$ cat config.mk
export PLATFORM = sky130hd
export DESIGN_NAME = ddr_prefetch_serdes
export DESIGN_NICKNAME = d
export VERILOG_FILES = /design/src/rtl/ddr_sd_pkg.sv /design/src/rtl/ddr_wr_serializer.sv /design/src/rtl/ddr_rd_deserializer.sv /design/src/rtl/ddr_prefetch_serdes.sv
export SDC_FILE = /design/constraint.sdc
export NUM_CORES = 1
export LEC_CHECK = 0
export BUFFER_PORTS_ARGS = -buffer_cell sky130_fd_sc_hd__clkbuf_2
export CAP_MARGIN = 20
export CORE_ASPECT_RATIO = 0.7
export CORE_MARGIN = 1
export CORE_UTILIZATION = 56
export DETAILED_ROUTE_END_ITERATION = 8
export GPL_ROUTABILITY_DRIVEN = 0
export PLACE_DENSITY_LB_ADDON = 0.3
export SYNTH_ARGS = -nofsm -noshare
export SYNTH_HDL_FRONTEND = slang
export SYNTH_SLANG_ARGS = --single-unit
$ cat constraint.sdc
create_clock -name clk -period 3 [get_ports clk]
set_clock_uncertainty 0.05 [all_clocks]
set_input_delay 0.45 -clock clk [delete_from_list [all_inputs] [get_ports clk]]
set_output_delay 0.45 -clock clk [all_outputs]
set_load 0.005 [all_outputs]
$ cat src/rtl/ddr_sd_pkg.sv
`timescale 1ns/1ps
package ddr_sd_pkg;

  typedef enum logic [1:0] {
    WS_IDLE,
    WS_PRE,
    WS_DATA,
    WS_POST
  } wr_state_e;

  // Number of wide words in one access for a burst-size code.
  function automatic logic [2:0] words_per_burst(input logic [1:0] sel);
    case (sel)
      2'b00:   return 3'd1;
      2'b01:   return 3'd2;
      default: return 3'd4;
    endcase
  endfunction

  // Centre-aligned write strobe level for a fast-cycle phase within a word.
  function automatic logic centre_strobe(input logic [1:0] phase);
    return phase[0] ^ phase[1];
  endfunction

  // Upper beat is selected in the second half of a word.
  function automatic logic upper_beat(input logic [1:0] phase);
    return phase[1];
  endfunction

endpackage

$ cat src/rtl/ddr_wr_serializer.sv
`timescale 1ns/1ps
module ddr_wr_serializer
  import ddr_sd_pkg::*;
#(
  parameter int DQ_W   = 16,
  parameter int MASK_W = DQ_W / 8
) (
  input  logic                  clk,
  input  logic                  rst_n,
  input  logic [1:0]            bl_sel,
  input  logic                  wr_go,
  input  logic [2*DQ_W-1:0]     wr_data,
  input  logic [2*MASK_W-1:0]   wr_mask,
  output logic                  wr_take,
  output logic [DQ_W-1:0]       dq_o,
  output logic                  dq_oe,
  output logic [MASK_W-1:0]     dm_o,
  output logic                  dqs_o,
  output logic                  dqs_oe
);

  localparam int WORD_W = 2 * DQ_W;
  localparam int WM_W   = 2 * MASK_W;

  wr_state_e          st_q;
  logic [1:0]         cyc_q;
  logic [2:0]         widx_q;
  logic [2:0]         nwords_q;
  logic [WORD_W-1:0]  word_q;
  logic [WM_W-1:0]    mask_q;

  // Named internal events
  logic in_data;
  logic word_end;
  logic last_word;
  logic hi_beat;

  assign in_data   = (st_q == WS_DATA);
  assign word_end  = (cyc_q == 2'd3);
  assign last_word = (widx_q == nwords_q - 3'd1);
  assign hi_beat   = upper_beat(cyc_q);

  always_ff @(posedge clk) begin
    if (!rst_n) begin
      st_q     <= WS_IDLE;
      cyc_q    <= '0;
      widx_q   <= '0;
      nwords_q <= 3'd1;
      word_q   <= '0;
      mask_q   <= '0;
    end else begin
      case (st_q)
        WS_IDLE: begin
          if (wr_go) begin
            st_q     <= WS_PRE;
            cyc_q    <= '0;
            widx_q   <= '0;
            nwords_q <= words_per_burst(bl_sel);
            word_q   <= wr_data;
            mask_q   <= wr_mask;
          end
        end
        WS_PRE: begin
          cyc_q <= cyc_q + 2'd1;
          if (word_end) st_q <= WS_DATA;
        end
        WS_DATA: begin
          cyc_q <= cyc_q + 2'd1;
          if (word_end) begin
            if (last_word) begin
              st_q <= WS_POST;
            end else begin
              widx_q <= widx_q + 3'd1;
              word_q <= wr_data;
              mask_q <= wr_mask;
            end
          end
        end
        default: begin
          if (cyc_q == 2'd1) begin
            st_q  <= WS_IDLE;
            cyc_q <= '0;
          end else begin
            cyc_q <= cyc_q + 2'd1;
          end
        end
      endcase
    end
  end

  always_comb begin
    wr_take = in_data && word_end && !last_word;
    dq_oe   = in_data;
    dqs_oe  = (st_q != WS_IDLE);
    dqs_o   = in_data ? centre_strobe(cyc_q) : 1'b0;
    dq_o    = '0;
    dm_o    = '0;
    if (in_data) begin
      dq_o = hi_beat ? word_q[WORD_W-1:DQ_W] : word_q[DQ_W-1:0];
      dm_o = hi_beat ? mask_q[WM_W-1:MASK_W] : mask_q[MASK_W-1:0];
    end
  end

  AST_DQ_NEEDS_STROBE: assert property (@(posedge clk) disable iff (!rst_n)
    dq_oe |-> dqs_oe);
  AST_PREAMBLE_LOW: assert property (@(posedge clk) disable iff (!rst_n)
    $rose(dq_oe) |-> ($past(dqs_oe) && !$past(dqs_o)));
  AST_POSTAMBLE_LOW: assert property (@(posedge clk) disable iff (!rst_n)
    $fell(dq_oe) |-> (dqs_oe && !dqs_o));
  AST_TAKE_MIDBURST: assert property (@(posedge clk) disable iff (!rst_n)
    wr_take |=> (dq_oe && !wr_take));
  AST_STROBE_RISE_IN_BEAT: assert property (@(posedge clk) disable iff (!rst_n)
    $rose(dqs_o) |-> ($past(dq_oe) && dq_oe));

endmodule

$ cat src/rtl/ddr_rd_deserializer.sv
`timescale 1ns/1ps
module ddr_rd_deserializer
  import ddr_sd_pkg::*;
#(
  parameter int DQ_W = 16
) (
  input  logic              clk,
  input  logic              rst_n,
  input  logic [1:0]        bl_sel,
  input  logic              rd_en,
  input  logic              dqs_i,
  input  logic [DQ_W-1:0]   dq_i,
  output logic [2*DQ_W-1:0] rd_word,
  output logic              rd_valid,
  output logic              rd_err
);

  logic              dqs_q;
  logic              rd_en_q;
  logic              half_q;
  logic [DQ_W-1:0]   lo_q;
  logic [2:0]        cnt_q;

  // Named internal events
  logic rise_e;
  logic fall_e;
  logic win_close;
  logic partial;

  assign rise_e    = rd_en &&  dqs_i && !dqs_q;
  assign fall_e    = rd_en && !dqs_i &&  dqs_q;
  assign win_close = !rd_en && rd_en_q;
  assign partial   = half_q || (cnt_q != words_per_burst(bl_sel));

  always_ff @(posedge clk) begin
    if (!rst_n) begin
      dqs_q    <= 1'b0;
      rd_en_q  <= 1'b0;
      half_q   <= 1'b0;
      lo_q     <= '0;
      cnt_q    <= '0;
      rd_word  <= '0;
      rd_valid <= 1'b0;
      rd_err   <= 1'b0;
    end else begin
      dqs_q    <= dqs_i;
      rd_en_q  <= rd_en;
      rd_valid <= 1'b0;
      rd_err   <= 1'b0;
      if (!rd_en) begin
        if (win_close) rd_err <= partial;
        half_q <= 1'b0;
        cnt_q  <= '0;
      end else if (rise_e) begin
        lo_q   <= dq_i;
        half_q <= 1'b1;
      end else if (fall_e && half_q) begin
        rd_word  <= {dq_i, lo_q};
        rd_valid <= 1'b1;
        half_q   <= 1'b0;
        if (cnt_q != 3'd7) cnt_q <= cnt_q + 3'd1;
      end
    end
  end

  AST_VALID_SPACED: assert property (@(posedge clk) disable iff (!rst_n)
    rd_valid |=> !rd_valid);
  AST_VALID_IN_WINDOW: assert property (@(posedge clk) disable iff (!rst_n)
    rd_valid |-> $past(rd_en));
  AST_ERR_AT_CLOSE: assert property (@(posedge clk) disable iff (!rst_n)
    rd_err |-> (!$past(rd_en) && $past(rd_en, 2)));

endmodule

$ cat src/rtl/ddr_prefetch_serdes.sv
`timescale 1ns/1ps
module ddr_prefetch_serdes #(
  parameter int DQ_W   = 16,
  parameter int MASK_W = DQ_W / 8
) (
  input  logic                clk,
  input  logic                rst_n,
  input  logic [1:0]          bl_sel,
  input  logic                wr_go,
  input  logic [2*DQ_W-1:0]   wr_data,
  input  logic [2*MASK_W-1:0] wr_mask,
  output logic                wr_take,
  output logic [DQ_W-1:0]     dq_o,
  output logic                dq_oe,
  output logic [MASK_W-1:0]   dm_o,
  output logic                dqs_o,
  output logic                dqs_oe,
  input  logic                rd_en,
  input  logic                dqs_i,
  input  logic [DQ_W-1:0]     dq_i,
  output logic [2*DQ_W-1:0]   rd_word,
  output logic                rd_valid,
  output logic                rd_err
);

  ddr_wr_serializer #(.DQ_W(DQ_W), .MASK_W(MASK_W)) u_wr (
    .clk     (clk),
    .rst_n   (rst_n),
    .bl_sel  (bl_sel),
    .wr_go   (wr_go),
    .wr_data (wr_data),
    .wr_mask (wr_mask),
    .wr_take (wr_take),
    .dq_o    (dq_o),
    .dq_oe   (dq_oe),
    .dm_o    (dm_o),
    .dqs_o   (dqs_o),
    .dqs_oe  (dqs_oe)
  );

  ddr_rd_deserializer #(.DQ_W(DQ_W)) u_rd (
    .clk      (clk),
    .rst_n    (rst_n),
    .bl_sel   (bl_sel),
    .rd_en    (rd_en),
    .dqs_i    (dqs_i),
    .dq_i     (dq_i),
    .rd_word  (rd_word),
    .rd_valid (rd_valid),
    .rd_err   (rd_err)
  );

  AST_RESET_QUIET: assert property (@(posedge clk)
    !rst_n |=> (!dq_oe && !dqs_oe && !rd_valid && !rd_err));

endmodule

# Word-level counts from Yosys, hierarchy flattened
# Index checks and enable logic that the tools add are counted.
[totals]
regBits = 102
wordCells = 95
output_inout_bits = 56
[classes]
add_sub_neg = 4
n_bitwise = 5
n_eq_ne = 13
n_reduce_logical = 29
n_mux = 30
[ops]
columns = ["op", "n"]
rows = [
  ["$mux W32", 3],
  ["$pmux W32 S2", 1],
  ["$mux W16", 2],
  ["$mux W2", 9],
  ["$mux W4", 3],
  ["$pmux W3 S2", 2],
  ["$mux W3", 3],
  ["$logic_and A1 B1 Y1", 8],
  ["$ne A2 B2 Y1 const B", 4],
  ["$pmux W4 S2", 1],
  ["$add A3 B1 Y3 const B", 2],
  ["$eq A2 B1 Y1 const B", 3],
  ["$pmux W2 S3", 1],
  ["$reduce_and A2 Y1", 3],
  ["$reduce_and A3 Y1", 2],
  ["$reduce_bool A2 Y1", 3],
  ["$reduce_or A3 Y1", 2],
  ["$reduce_and A5 Y1", 1],
  ["$eq A2 B2 Y1 const B", 2],
  ["$logic_not A1 Y1", 4],
  ["$logic_not A2 Y1", 2],
  ["$mux W1", 4],
  ["$not A1 Y1", 4],
  ["$pmux W2 S2", 1],
  ["11 further kinds", 11],
]

# Longest topological paths before layout
# Gate-level depths: netlist (run 1).
[depth]
word_depth = 6
ltp_mapped = 9
depth_no_buf = 6

# By module
# A second synthesis (run 1) with hierarchy kept.
[hier_totals]
hier_cells = 520
area_unflattened_um2 = 4480.5
[by_module_without_submodules]
columns = ["mod", "n_inst", "area_each_um2", "cells_each", "seq_area_each_um2"]
rows = [
  ["ddr_wr_serializer", 1, 2356.0, 276, 920.9],
  ["ddr_rd_deserializer", 1, 2124.5, 244, 1121.1],
]

# Least setup slack after synthesis (run 1)
# Ideal clock, no wire load.
[synth_timing]
path_type = "register to output"
from = "register u_wr.st_q[0]"
to = "output port dm_o[0]"
slack_ns = 0.944
path_stages_with_launch = 8
path_buffers = 3
t_required_ns = 2.500
t_arrival_ns = 1.556
path_cell_list = "dfxtp_1 inv_1 ha_1 clkbuf_1 inv_1 clkbuf_1 buf_1 nor2_1"
[synth_between]
elab_chain_len = 2
[synth_lines]
columns = ["element", "line", "source"]
rows = [
  ["start: declaration", "ddr_wr_serializer.sv:25", "wr_state_e st_q;"],
  ["start signal: assignment", "ddr_wr_serializer.sv:45", "st_q <= WS_IDLE;"],
  ["start signal: assignment", "ddr_wr_serializer.sv:55", "st_q <= WS_PRE;"],
  ["start signal: assignment", "ddr_wr_serializer.sv:65", "if (word_end) st_q <= WS_DATA;"],
  ["$eq A2 B2 Y1", "ddr_wr_serializer.sv:38", "assign in_data = (st_q == WS_DATA);"],
  ["named net dq_oe", "ddr_prefetch_serdes.sv:14", "output logic dq_oe,"],
  ["$mux W2", "ddr_wr_serializer.sv:98", "if (in_data) begin"],
  ["end: declaration", "ddr_prefetch_serdes.sv:15", "output logic [MASK_W-1:0] dm_o,"],
]
# The timed path passes the listed nets, and every way through them passes these cells.

# Final worst setup path (run 1)
[layout_timing]
from = "register u_wr.st_q[0]"
to = "output port dq_o[15]"
[layout_between]
elab_chain_len = 2
[layout_lines]
columns = ["element", "line", "source"]
rows = [
  ["$eq A2 B2 Y1", "ddr_wr_serializer.sv:38", ""],
  ["$mux W16", "ddr_wr_serializer.sv:98", ""],
  ["end: declaration", "ddr_prefetch_serdes.sv:13", "output logic [DQ_W-1:0] dq_o,"],
]
# No other way between the ends.

==> results.txt, run 1 <==
----------------------------------------------------
[Setup path]
  Sort of element at the end of the critical path ... output port
  CP arrival ... 2.02 ns
  Worst reg-to-reg path cell count ... 6
  Nature of the critical path startpoint ... register
  Worst Path Max Fanout ... 22
  Reg-to-reg setup timing slack ... 0.69 ns
  Crit path required time ... 2.50 ns
  Worst Setup Path Type ... reg -> out

[Synthesis]
  Parity-gate share of the synthesized area counting xor and xnor cells ... 0.0113
  Adder and majority cell fraction of the synthesized area ... 0.0320
  Main combinational cell family by area after synthesis ... simple AND/OR/NAND/NOR gates
  Complex-gate fraction of the synthesized area ... 0.0924
  Area fraction of the dominant cell type after synthesis ... 0.474
  Synthesized area divided by synthesized cell count ... 8.25 um2
  Number of flip-flops and latches in the synthesized netlist ... 102
  Biggest area contributors in the synthesized netlist ... sky130_fd_sc_hd__dfxtp_1, sky130_fd_sc_hd__nand2_1, sky130_fd_sc_hd__mux2i_1
  EDFF count, synth ... 0
  Seq/Total Area, Yosys ... 0.474
  Top cell type by total area after synthesis ... sky130_fd_sc_hd__dfxtp_1
  Synthesized netlist net count ... 592
  Distinct cell type count after synthesis ... 38
  Asr flop ratio synth ... 0
  Post-synth top flop ... sky130_fd_sc_hd__dfxtp_1
  Fraction of synthesized area in multiplexers ... 0.130
  Count of yosys warnings during synthesis ... 0
  Count of mapped cells out of synthesis ... 522
  Post-synthesis share of cell area spent on and, or, nand and nor gates ... 0.214
  Post-synthesis instance area ... 4310 um2

[Clocking]
  Worst-skew pair later-pin latency ... 0.36 ns
  Number of post-CTS setup repair buffers ... 0
  H-Tree Depth ... 3
  Number of resized instances in the post-cts repair step ... 0
  Clk pin slew, worst setup/hold paths ... 0.09 ns
  Worst-case clock buffer depth ... 2
  TritonCTS Sinks ... 102
  Number of CTS-inserted buffers ... 9
  CTS root buffer ... sky130_fd_sc_hd__clkbuf_8
  TritonCTS clock tree ... yes
  Cts-stage hold buffer count ... 0

[Routing]
  Remaining design rule violation count ... 0
  Pre-antenna DRT Iters ... 4
  Final wirelength ... 9.14 mm
  Post-route antenna net violation count ... 0
  Detailed-route wire length per cell ... 12.6 um
  Via density ... 5.14
  1st-iter DRT viols ... 126
  Vias ... 3725

[Min path]
  Min-Delay Path Depth ... 3
  Kind of path behind the tightest hold check ... in -> reg

[Die]
  Standard cell core area ... 7380 um2
  Area of the die ... 8050 um2
  Horizontal die dimension ... 107 um
  Die Y-Extent ... 75.4 um
  Row count ... 26
  Number of primary I/O pins ... 115
  Effective utilization at floorplan ... 0.583

[Power]
  Combinational power share ... 0.291
  Switching Fraction ... 0.314
  Clock power share ... 0.252
  Tot Pwr ... 3.66 mW
  Share of total power in sequential cells ... 0.457
  Standby leakage power ... 2.21 nW
  Worst voltage drop across the vdd grid ... 0.500 mV
  Net switching component of the power ... 1.15 mW
  Power per unit of standard cell area ... 713 nW/um2
  Internal power of the cells ... 2.51 mW

[STA]
  Tmin final ... 2.52 ns
  Number of pins with negative max-slew slack in the final report ... 0
  Total negative slack for setup checks ... 0 ns
  Unrepaired setup endpoints after global routing ... false
  Worst setup margin ... 0.483 ns
  WHS ... 0.251 ns
  Worst Max-Slew Pin Slew ... 0.706 ns
  Number of hold violations in the final report ... 0
  Max-Slew Margin vs Limit ... 0.529
  Portion of the clock cycle consumed by the worst path in the final layout ... 0.839
  Setup Viol. Count Final ... 0
  Highest clock frequency the design can meet ... 0.397 GHz

[Placement]
  Placed insts ... 709
  Count of port buffers added during placement ... 114
  Hpwl dp ... 6.58 mm
  Placement Setup Slack ... 0.693 ns
  Area after detailed placement ... 4910 um2

[GRT]
  GRT Residual Overflow ... 0
  Overall Global Routing Usage ... 0.231
  Wire length of the first global-routing pass ... 14.5 mm
  Largest net degree at the start of global routing ... 61
  Antenna violations before repair ... 0
  Via count of the first global-routing pass ... 3395

[Cells and area]
  Nets ... 692
  Multi-input logic area ... 2070 um2
  Fillcell total ... 602
  Final cell count without fillers ... 725
  Area growth from synthesis to layout ... 19.1%
  Share of the core filled with cells ... 0.694
  Layout Cell Area excl Fill ... 5130 um2
  Number of antenna repair diodes ... 0
  FF+latch area ... 2040 um2
  Proportion of layout cells with a drive suffix above 1 ... 0.226

[Flow run]
  Max-cap violations ... 0

[Status]
  Status ... finished clean

----------------------------------------------------
-- cells in the mapped netlist (all sizes together), types with 2 or more instances --
cell    count
a211oi      2
a21oi      57
and3        2
buf         8
clkbuf     24
dfxtp     102
ha         11
inv        13
mux2i      56
nand2     183
nand3       5
nor2       28
nor3        4
nor3b       3
o21ai       4
o22ai       2
xor2        2
-- registers in the layout, summed over array words and instances (netlist names), 2 cells and up --
register	flops
u_rd.cnt_q	3
u_rd.lo_q	16
u_rd.rd_word	32
u_wr.cyc_q	2
u_wr.mask_q	4
u_wr.nwords_q	3
u_wr.st_q	2
u_wr.widx_q	3
u_wr.word_q	32
-- power groups by stage --
stage | clock network (mW) | registers (mW) | logic [mW]
after CTS | 0.944 | 1.67 | 1.07
after detailed placement | 0 | 1.70 | 1.07
after global placement | 0 | 1.69 | 1.02
after global routing | 1.01 | 1.70 | 1.17
final | 0.921 | 1.67 | 1.07
after floorplan | 0 | 1.67 | 0.882
-- cells in the final DEF, fill, tap and decap left out, drive strengths merged, types with 3 or more instances in the layout --
| cell | instances |
|---|---|
| a21oi | 57 |
| buf | 7 |
| clkbuf | 127 |
| dfxtp | 102 |
| ha | 11 |
| inv | 13 |
| mux2i | 56 |
| nand2 | 183 |
| nand3 | 5 |
| nor2 | 28 |
| nor3 | 4 |
| nor3b | 3 |
| o21ai | 4 |
-- cell type report --
| class | instances | share of cell area |
|---|---|---|
| multi-input combinational | 375 | 0.404 |
| clock buffer | 13 | 0.0349 |
| clock inverter | 3 | 0.00781 |
| tap | 98 | 0.0239 |
| sequential | 102 | 0.398 |
| inverter | 13 | 0.00952 |
| timing repair buffer | 121 | 0.122 |
-- critical path: stages, from the launching register on --
cell	delay, ns
sky130_fd_sc_hd__dfxtp_1	0.37
sky130_fd_sc_hd__inv_1	0.09
sky130_fd_sc_hd__ha_1	0.31
sky130_fd_sc_hd__inv_1	0.56
sky130_fd_sc_hd__nor2_1	0.16
sky130_fd_sc_hd__clkbuf_2	0.15
-- layer usage --
metal | part of all wire | track usage | vias to the layer above
li1 | - | - | 1909
met2 | 0.49 | 0.410 | 70
met5 | 0 | 0 | -
met4 | 0.0082 | 0.0670 | 0
met1 | 0.46 | 0.273 | 1739
met3 | 0.048 | 0.0761 | 7
-- worst paths after layout --
check / end / startpoint
worst max-delay path: dq_o[15] / u_wr.st_q[0]
worst min register to register: u_rd.rd_err / u_rd.rd_en_q
worst max register to register: u_wr.mask_q[0] / u_wr.st_q[0]
worst min-delay path: u_wr.mask_q[2] / wr_mask[2]
-- logic make-up (layout without fill, tap and decap cells) --
logic type / count (synthesis) / after routing
buffers and inverters: 45 / 150
AND/OR/NAND/NOR: 231 / 231
multiplexers: 56 / 56
flip-flops: 102 / 102
adder cells (fa/ha/maj): 11 / 11
XOR/XNOR: 4 / 4
AO/OA/AOI/OAI: 73 / 73
No activity file was read; power rests on OpenSTA's default activity.
==> inputs of run 2 (changes only) <==
CORE_UTILIZATION = 52   (was 56)
clock period = 2.5 ns   (was 3 ns; I/O delays follow)
==> run 2 against run 1 <==
Routed wire length rose by 2.5%. Combinational power up 21%. Largest power group unchanged. Largest cell class unchanged. Die area rose by 7.5%. First-iteration DRC count grew 43%. Clock-buffer cell count shrank 4. Utilization fell by 3.4 points. Clock power grew 62%. Critical path depth grew 1. Total power up 31%. Global-route usage down 1.2 points. Highest routed layer unchanged. Non-clock buffer count unchanged. Hold slack got worse by 0.045 ns.
==> results.txt, run 2 (synthesis gave the netlist of run 1 again) <==
----------------------------------------------------
[Cells and area]
  Area growth from synthesis to layout ... 21.7%
  Nets ... 692 (unchanged)
  Share of the core filled with cells ... 0.660 (-0.0341)
  Leading cell type in the layout, fill and taps excluded ... sky130_fd_sc_hd__nand2_1
  Commonest cells after routing, fill and taps aside ... sky130_fd_sc_hd__nand2_1, sky130_fd_sc_hd__clkbuf_2, sky130_fd_sc_hd__dfxtp_1, sky130_fd_sc_hd__a21oi_1, sky130_fd_sc_hd__mux2i_1
  Biggest regs ... u_rd.rd_word: 32 flops, u_wr.word_q: 32 flops, u_rd.lo_q: 16 flops
  Proportion of layout cells with a drive suffix above 1 ... 0.226 (unchanged)
  Number of antenna repair diodes ... 0 (unchanged)
  Fillcell total ... 708 (+18%)
  Layout Cell Area excl Fill ... 5240 um2 (+2.2%)

[Die]
  Area of the die ... 8650 um2 (+7.5%)
  Effective utilization at floorplan ... 0.542 (-0.0407)
  Horizontal die dimension ... 111 um (+3.7%)
  Standard cell core area ... 7940 um2 (+7.5%)
  Number of primary I/O pins ... 115 (unchanged)
  Row count ... 27 (+3.8%)
  Die Y-Extent ... 78.1 um (+3.7%)

[GRT]
  GRT Residual Overflow ... 0 (unchanged)
  Overall Global Routing Usage ... 0.219 (-0.0124)
  Wire length of the first global-routing pass ... 15.3 mm (+5.5%)
  Via count of the first global-routing pass ... 3496 (+3.0%)
  Largest net degree at the start of global routing ... 82 (+34%)
  Antenna violations before repair ... 0 (unchanged)

[Power]
  Power per unit of standard cell area ... 914 nW/um2 (+28%)
  Share of total power in sequential cells ... 0.417 (-0.040)
  Worst voltage drop across the vdd grid ... 0.701 mV (+40%)
  Internal power of the cells ... 3.32 mW (+32%)
  Clock power share ... 0.312 (+0.060)
  Switching Fraction ... 0.306 (-0.00815)
  Standby leakage power ... 2.25 nW (+1.7%)
  Combinational power share ... 0.271 (-0.020)
  Net switching component of the power ... 1.47 mW (+28%)

[STA]
  Number of hold violations in the final report ... 0 (unchanged)
  Setup Viol. Count Final ... 0 (unchanged)
  Worst setup margin ... 0.269 ns (-0.214 ns)
  Number of pins with negative max-slew slack in the final report ... 0 (unchanged)
  WHS ... 0.206 ns (-0.0445 ns)
  Worst Max-Slew Pin Slew ... 0.734 ns (+0.0281 ns)
  Max-Slew Margin vs Limit ... 0.511 (-0.0182)
  Highest clock frequency the design can meet ... 0.448 GHz
  Tmin final ... 2.23 ns
  Unrepaired setup endpoints after global routing ... false
  Portion of the clock cycle consumed by the worst path in the final layout ... 0.893

[Routing]
  Pre-antenna DRT Iters ... 4 (unchanged)
  Detailed-route wire length per cell ... 12.9 um (+2.1%)
  1st-iter DRT viols ... 180 (+43%)
  Final wirelength ... 9.37 mm (+2.5%)
  Via density ... 5.15 (+0.23%)
  Remaining design rule violation count ... 0 (unchanged)
  Vias ... 3749 (+0.64%)
  Post-route antenna net violation count ... 0 (unchanged)

[Clocking]
  Clk pin slew, worst setup/hold paths ... 0.07 ns (-0.02 ns)
  Worst-skew pair later-pin latency ... 0.34 ns (-0.02 ns)
  TritonCTS clock tree ... yes
  Number of CTS-inserted buffers ... 9 (unchanged)
  Worst-case clock buffer depth ... 2 (unchanged)
  H-Tree Depth ... 3 (unchanged)
  CTS root buffer ... sky130_fd_sc_hd__clkbuf_16
  TritonCTS Sinks ... 102 (unchanged)
  Number of post-CTS setup repair buffers ... 0 (unchanged)

[Setup path]
  CP arrival ... 1.81 ns (-0.21 ns)
  Crit path required time ... 2.08 ns (-0.42 ns)
  Worst Setup Path Type ... reg -> out
  Worst Path Max Fanout ... 21 (-4.5%)
  Worst reg-to-reg path cell count ... 6 (unchanged)
  Sort of element at the end of the critical path ... output port
  Nature of the critical path startpoint ... register

[Min path]
  Min-Delay Path Depth ... 3 (unchanged)
  Kind of path behind the tightest hold check ... in -> reg

[Status]
  Status ... finished clean

[Placement]
  Count of port buffers added during placement ... 114 (unchanged)
  Hpwl dp ... 6.51 mm (-1.1%)
  Placement Setup Slack ... -0.00682 ns (-0.700 ns)
  Area after detailed placement ... 4910 um2 (about the same)

[Flow run]
  Max-cap violations ... 0 (unchanged)

----------------------------------------------------
-- run 2: timing repair --
| action | 4_1_cts | 5_1_grt |
|---|---|---|
| hold buffers | 0 | 0 |
| gates resized for setup | 1 | 0 |
| setup endpoints to repair | 8 | 0 |
-- run 2: worst max-delay path: stages, from the launching register on --
cell	delay, ns
sky130_fd_sc_hd__dfxtp_1	0.33
sky130_fd_sc_hd__inv_1	0.11
sky130_fd_sc_hd__ha_1	0.37
sky130_fd_sc_hd__inv_1	0.12
sky130_fd_sc_hd__buf_4	0.23
sky130_fd_sc_hd__nor2_1	0.16
sky130_fd_sc_hd__clkbuf_2	0.13
-- run 2: cell type report --
| type | instances | area [um2] | share of cell area |
|---|---|---|---|
| Clock buffer | 9 | 225 | 0.0430 |
| Clock inverter | 7 | 97.6 | 0.0186 |
| Inverter | 13 | 48.8 | 0.00931 |
| Multi-Input combinational cell | 375 | 2080 | 0.396 |
| Sequential cell | 102 | 2040 | 0.390 |
| Tap cell | 101 | 126 | 0.0241 |
| Timing Repair Buffer | 121 | 623 | 0.119 |
-- run 2: path summary, 6_finish.rpt --
| path | from | endpoint | slack (ns) |
|---|---|---|---|
| max | u_wr.st_q[0] | dq_o[15] | 0.27 |
| max reg2reg | u_wr.st_q[0] | u_wr.word_q[31] | 0.29 |
| min | wr_mask[2] | u_wr.mask_q[2] | 0.21 |
| min reg2reg | u_rd.rd_en_q | u_rd.rd_err | 0.37 |
-- run 2: metrics by stage --
step | power (mW) | TNS, ns | std cells
after detailed placement | 3.33 | -0.00682 | 712
after floorplan | 3.06 | 0 | 522
after global placement | 3.26 | 0 | 712
after CTS | 4.83 | 0 | 728
final | 4.79 | 0 | 728
after global routing | 5.02 | 0 | 728
-- run 2: power groups by stage --
stage               Clock, mW  Combinational (mW)  Sequential (mW)
floorplan                   0                1.06             2.00
global placement            0                1.24             2.02
detailed placement          0                1.30             2.03
CTS                      1.53                1.30             2.00
global route             1.58                1.41             2.03
finish                   1.49                1.30             2.00
-- run 2: layer usage --
metal	wire length [um]	GRT usage	vias up
li1	-	-	1907
met1	4270	0.263	1777
met2	4690	0.378	59
met3	325	0.0618	6
met4	89	0.0747	0
met5	0	0	-
==> inputs of run 3 (changes only) <==
CORE_UTILIZATION = 40   (was 52)
==> run 3 against run 2 <==
Non-clock buffer count up 2. Sequential share of layout area down 0.34 points. Global-route usage down 5.1 points. Die area up 29%. Critical path type unchanged. Largest power group unchanged. Highest routed layer unchanged.
==> results.txt, run 3 (synthesis gave the netlist of run 1 again) <==
----------------------------------------------------
[Status]
  Status ... finished clean

[STA]
  Number of hold violations in the final report ... 0 (unchanged)
  Number of pins with negative max-slew slack in the final report ... 0 (unchanged)
  Tmin final ... 2.23 ns (+0.00114 ns)
  Unrepaired setup endpoints after global routing ... false
  Portion of the clock cycle consumed by the worst path in the final layout ... 0.893 (about the same)
  Total negative slack for setup checks ... 0 ns (unchanged)
  Highest clock frequency the design can meet ... 0.448 GHz (about the same)
  Worst Max-Slew Pin Slew ... 0.678 ns (-0.0556 ns)
  Max-Slew Margin vs Limit ... 0.546 (+0.0358)
  Setup Viol. Count Final ... 0 (unchanged)

[Min path]
  Min-Delay Path Depth ... 3 (unchanged)
  Kind of path behind the tightest hold check ... in -> reg

[Routing]
  1st-iter DRT viols ... 185 (+2.8%)
  Remaining design rule violation count ... 0 (unchanged)
  Via density ... 4.91 (-4.7%)
  Post-route antenna net violation count ... 0 (unchanged)
  Final wirelength ... 9.57 mm (+2.1%)
  Pre-antenna DRT Iters ... 5 (+1)
  Detailed-route wire length per cell ... 12.6 um (-2.3%)
  Vias ... 3736 (-0.35%)

[Clocking]
  CTS root buffer ... sky130_fd_sc_hd__clkbuf_16
  Clk pin slew, worst setup/hold paths ... 0.07 ns (about the same)
  TritonCTS clock tree ... yes
  Number of post-CTS setup repair buffers ... 0 (unchanged)
  Number of CTS-inserted buffers ... 9 (unchanged)
  TritonCTS Sinks ... 102 (unchanged)
  Worst-skew pair later-pin latency ... 0.34 ns (about the same)
  H-Tree Depth ... 3 (unchanged)
  Worst-case clock buffer depth ... 2 (unchanged)
  Cts-stage hold buffer count ... 0 (unchanged)
  Number of resized instances in the post-cts repair step ... 0 (-1)

[Placement]
  Count of port buffers added during placement ... 114 (unchanged)
  Hpwl dp ... 6.88 mm (+5.7%)
  Area after detailed placement ... 4980 um2 (+1.4%)

[GRT]
  Antenna violations before repair ... 0 (unchanged)
  Overall Global Routing Usage ... 0.168 (-0.0509)
  Via count of the first global-routing pass ... 3382 (-3.3%)
  GRT Residual Overflow ... 0 (unchanged)
  Wire length of the first global-routing pass ... 15.1 mm (-1.8%)
  Largest net degree at the start of global routing ... 69 (-16%)

[Die]
  Area of the die ... 11200 um2 (+29%)
  Effective utilization at floorplan ... 0.414 (-0.128)
  Horizontal die dimension ... 126 um (+14%)
  Die Y-Extent ... 88.8 um (+14%)
  Row count ... 31 (+15%)
  Standard cell core area ... 10400 um2 (+31%)
  Number of primary I/O pins ... 115 (unchanged)

[Setup path]
  Reg-to-reg setup timing slack ... 0.56 ns (+0.27 ns)
  Sort of element at the end of the critical path ... output port
  Crit path required time ... 2.08 ns (about the same)
  Worst Path Max Fanout ... 19 (-9.5%)
  End point of the critical path ... dqs_o
  Worst reg-to-reg path cell count ... 7 (+1)
  Slowest stage cell, crit path ... sky130_fd_sc_hd__ha_1
  CP arrival ... 1.81 ns (about the same)
  Delay of the slowest cell on the worst path ... 0.35 ns (-0.02 ns)
  Cell with the most instances on the worst path ... sky130_fd_sc_hd__inv_1
  RR Startpoint ... u_wr.st_q[0]
  Worst Setup SP ... u_wr.st_q[0]
  Worst R2R End ... u_wr.word_q[23]
  CP cell instances ... inv_1 > ha_1 > inv_1 > buf_4 > nor2_1 > clkbuf_2
  Worst Setup Path Type ... reg -> out
  Nature of the critical path startpoint ... register

[Cells and area]
  Multi-input logic area ... 2070 um2 (-0.30%)
  Commonest cells after routing, fill and taps aside ... sky130_fd_sc_hd__nand2_1, sky130_fd_sc_hd__clkbuf_2, sky130_fd_sc_hd__dfxtp_1, sky130_fd_sc_hd__a21oi_1, sky130_fd_sc_hd__mux2i_1
  Number of antenna repair diodes ... 0 (unchanged)
  Area growth from synthesis to layout ... 22.8%
  Leading cell type in the layout, fill and taps excluded ... sky130_fd_sc_hd__nand2_1
  Layout Cell Area excl Fill ... 5290 um2 (+0.88%)
  Nets ... 694 (+0.29%)
  FF+latch area ... 2040 um2 (unchanged)
  Fillcell total ... 1019 (+44%)
  Proportion of layout cells with a drive suffix above 1 ... 0.227 (+0.000870)
  Biggest regs ... u_rd.rd_word: 32 flops, u_wr.word_q: 32 flops, u_rd.lo_q: 16 flops

[Power]
  Standby leakage power ... 2.26 nW (+0.41%)
  Power per unit of standard cell area ... 900 nW/um2 (-1.5%)
  Worst voltage drop across the vdd grid ... 0.406 mV (-42%)

[Flow run]
  Max-cap violations ... 0 (unchanged)

----------------------------------------------------
## run 3: how the worst min path moves through the flow
stage,end,slack [ns],startpoint
floorplan,u_rd.rd_err,0.35,u_rd.rd_en_q
global placement,u_rd.rd_err,0.36,u_rd.rd_en_q
detailed placement,u_rd.rd_err,0.37,u_rd.rd_en_q
CTS,u_wr.word_q[12],0.20,wr_data[12]
global route,u_wr.word_q[5],0.21,wr_data[5]
finish,u_wr.word_q[27],0.21,wr_data[27]
## run 3: power by group
group          internal (mW)  switching [mW]
sequential              1.87           0.136
combinational          0.604           0.717
clock                  0.817           0.617
## run 3: per-layer routing
layer,track usage,vias to the layer above,wire length (um)
li1,-,1911,-
met3,0.0453,5,291
met2,0.282,67,4520
met4,0.0449,0,65
met1,0.215,1753,4700
met5,0,-,0
## run 3: area by class of cell
class / count / share of cell area
Multi-Input combinational cell: 375 / 0.392
Inverter: 13 / 0.00923
Clock inverter: 5 / 0.0125
Timing Repair Buffer: 123 / 0.123
Sequential cell: 102 / 0.386
Tap cell: 132 / 0.0312
Clock buffer: 11 / 0.0459
## run 3: worst max-delay path: cells and delay by family (launching register included)
family / cells / cell delay, ns
buffers and inverters: 4 / 0.63
adders and majority gates: 1 / 0.35
DFF: 1 / 0.33
and+or+nand+nor: 1 / 0.16
## run 3: stage by stage
step | std cells | util | hold slack (ns) | power (mW) | setup WS (ns)
floorplan | 522 | - | 0.350 | 3.06 | 0.519
global placement | 745 | 0.479 | 0.360 | 3.32 | 0.721
finish | 761 | 0.509 | 0.211 | 4.76 | 0.268
CTS | 761 | 0.509 | 0.200 | 4.81 | 0.264
detailed placement | 745 | 0.479 | 0.372 | 3.37 | 0.573
global route | 761 | 0.509 | 0.208 | 5.01 | 0.162
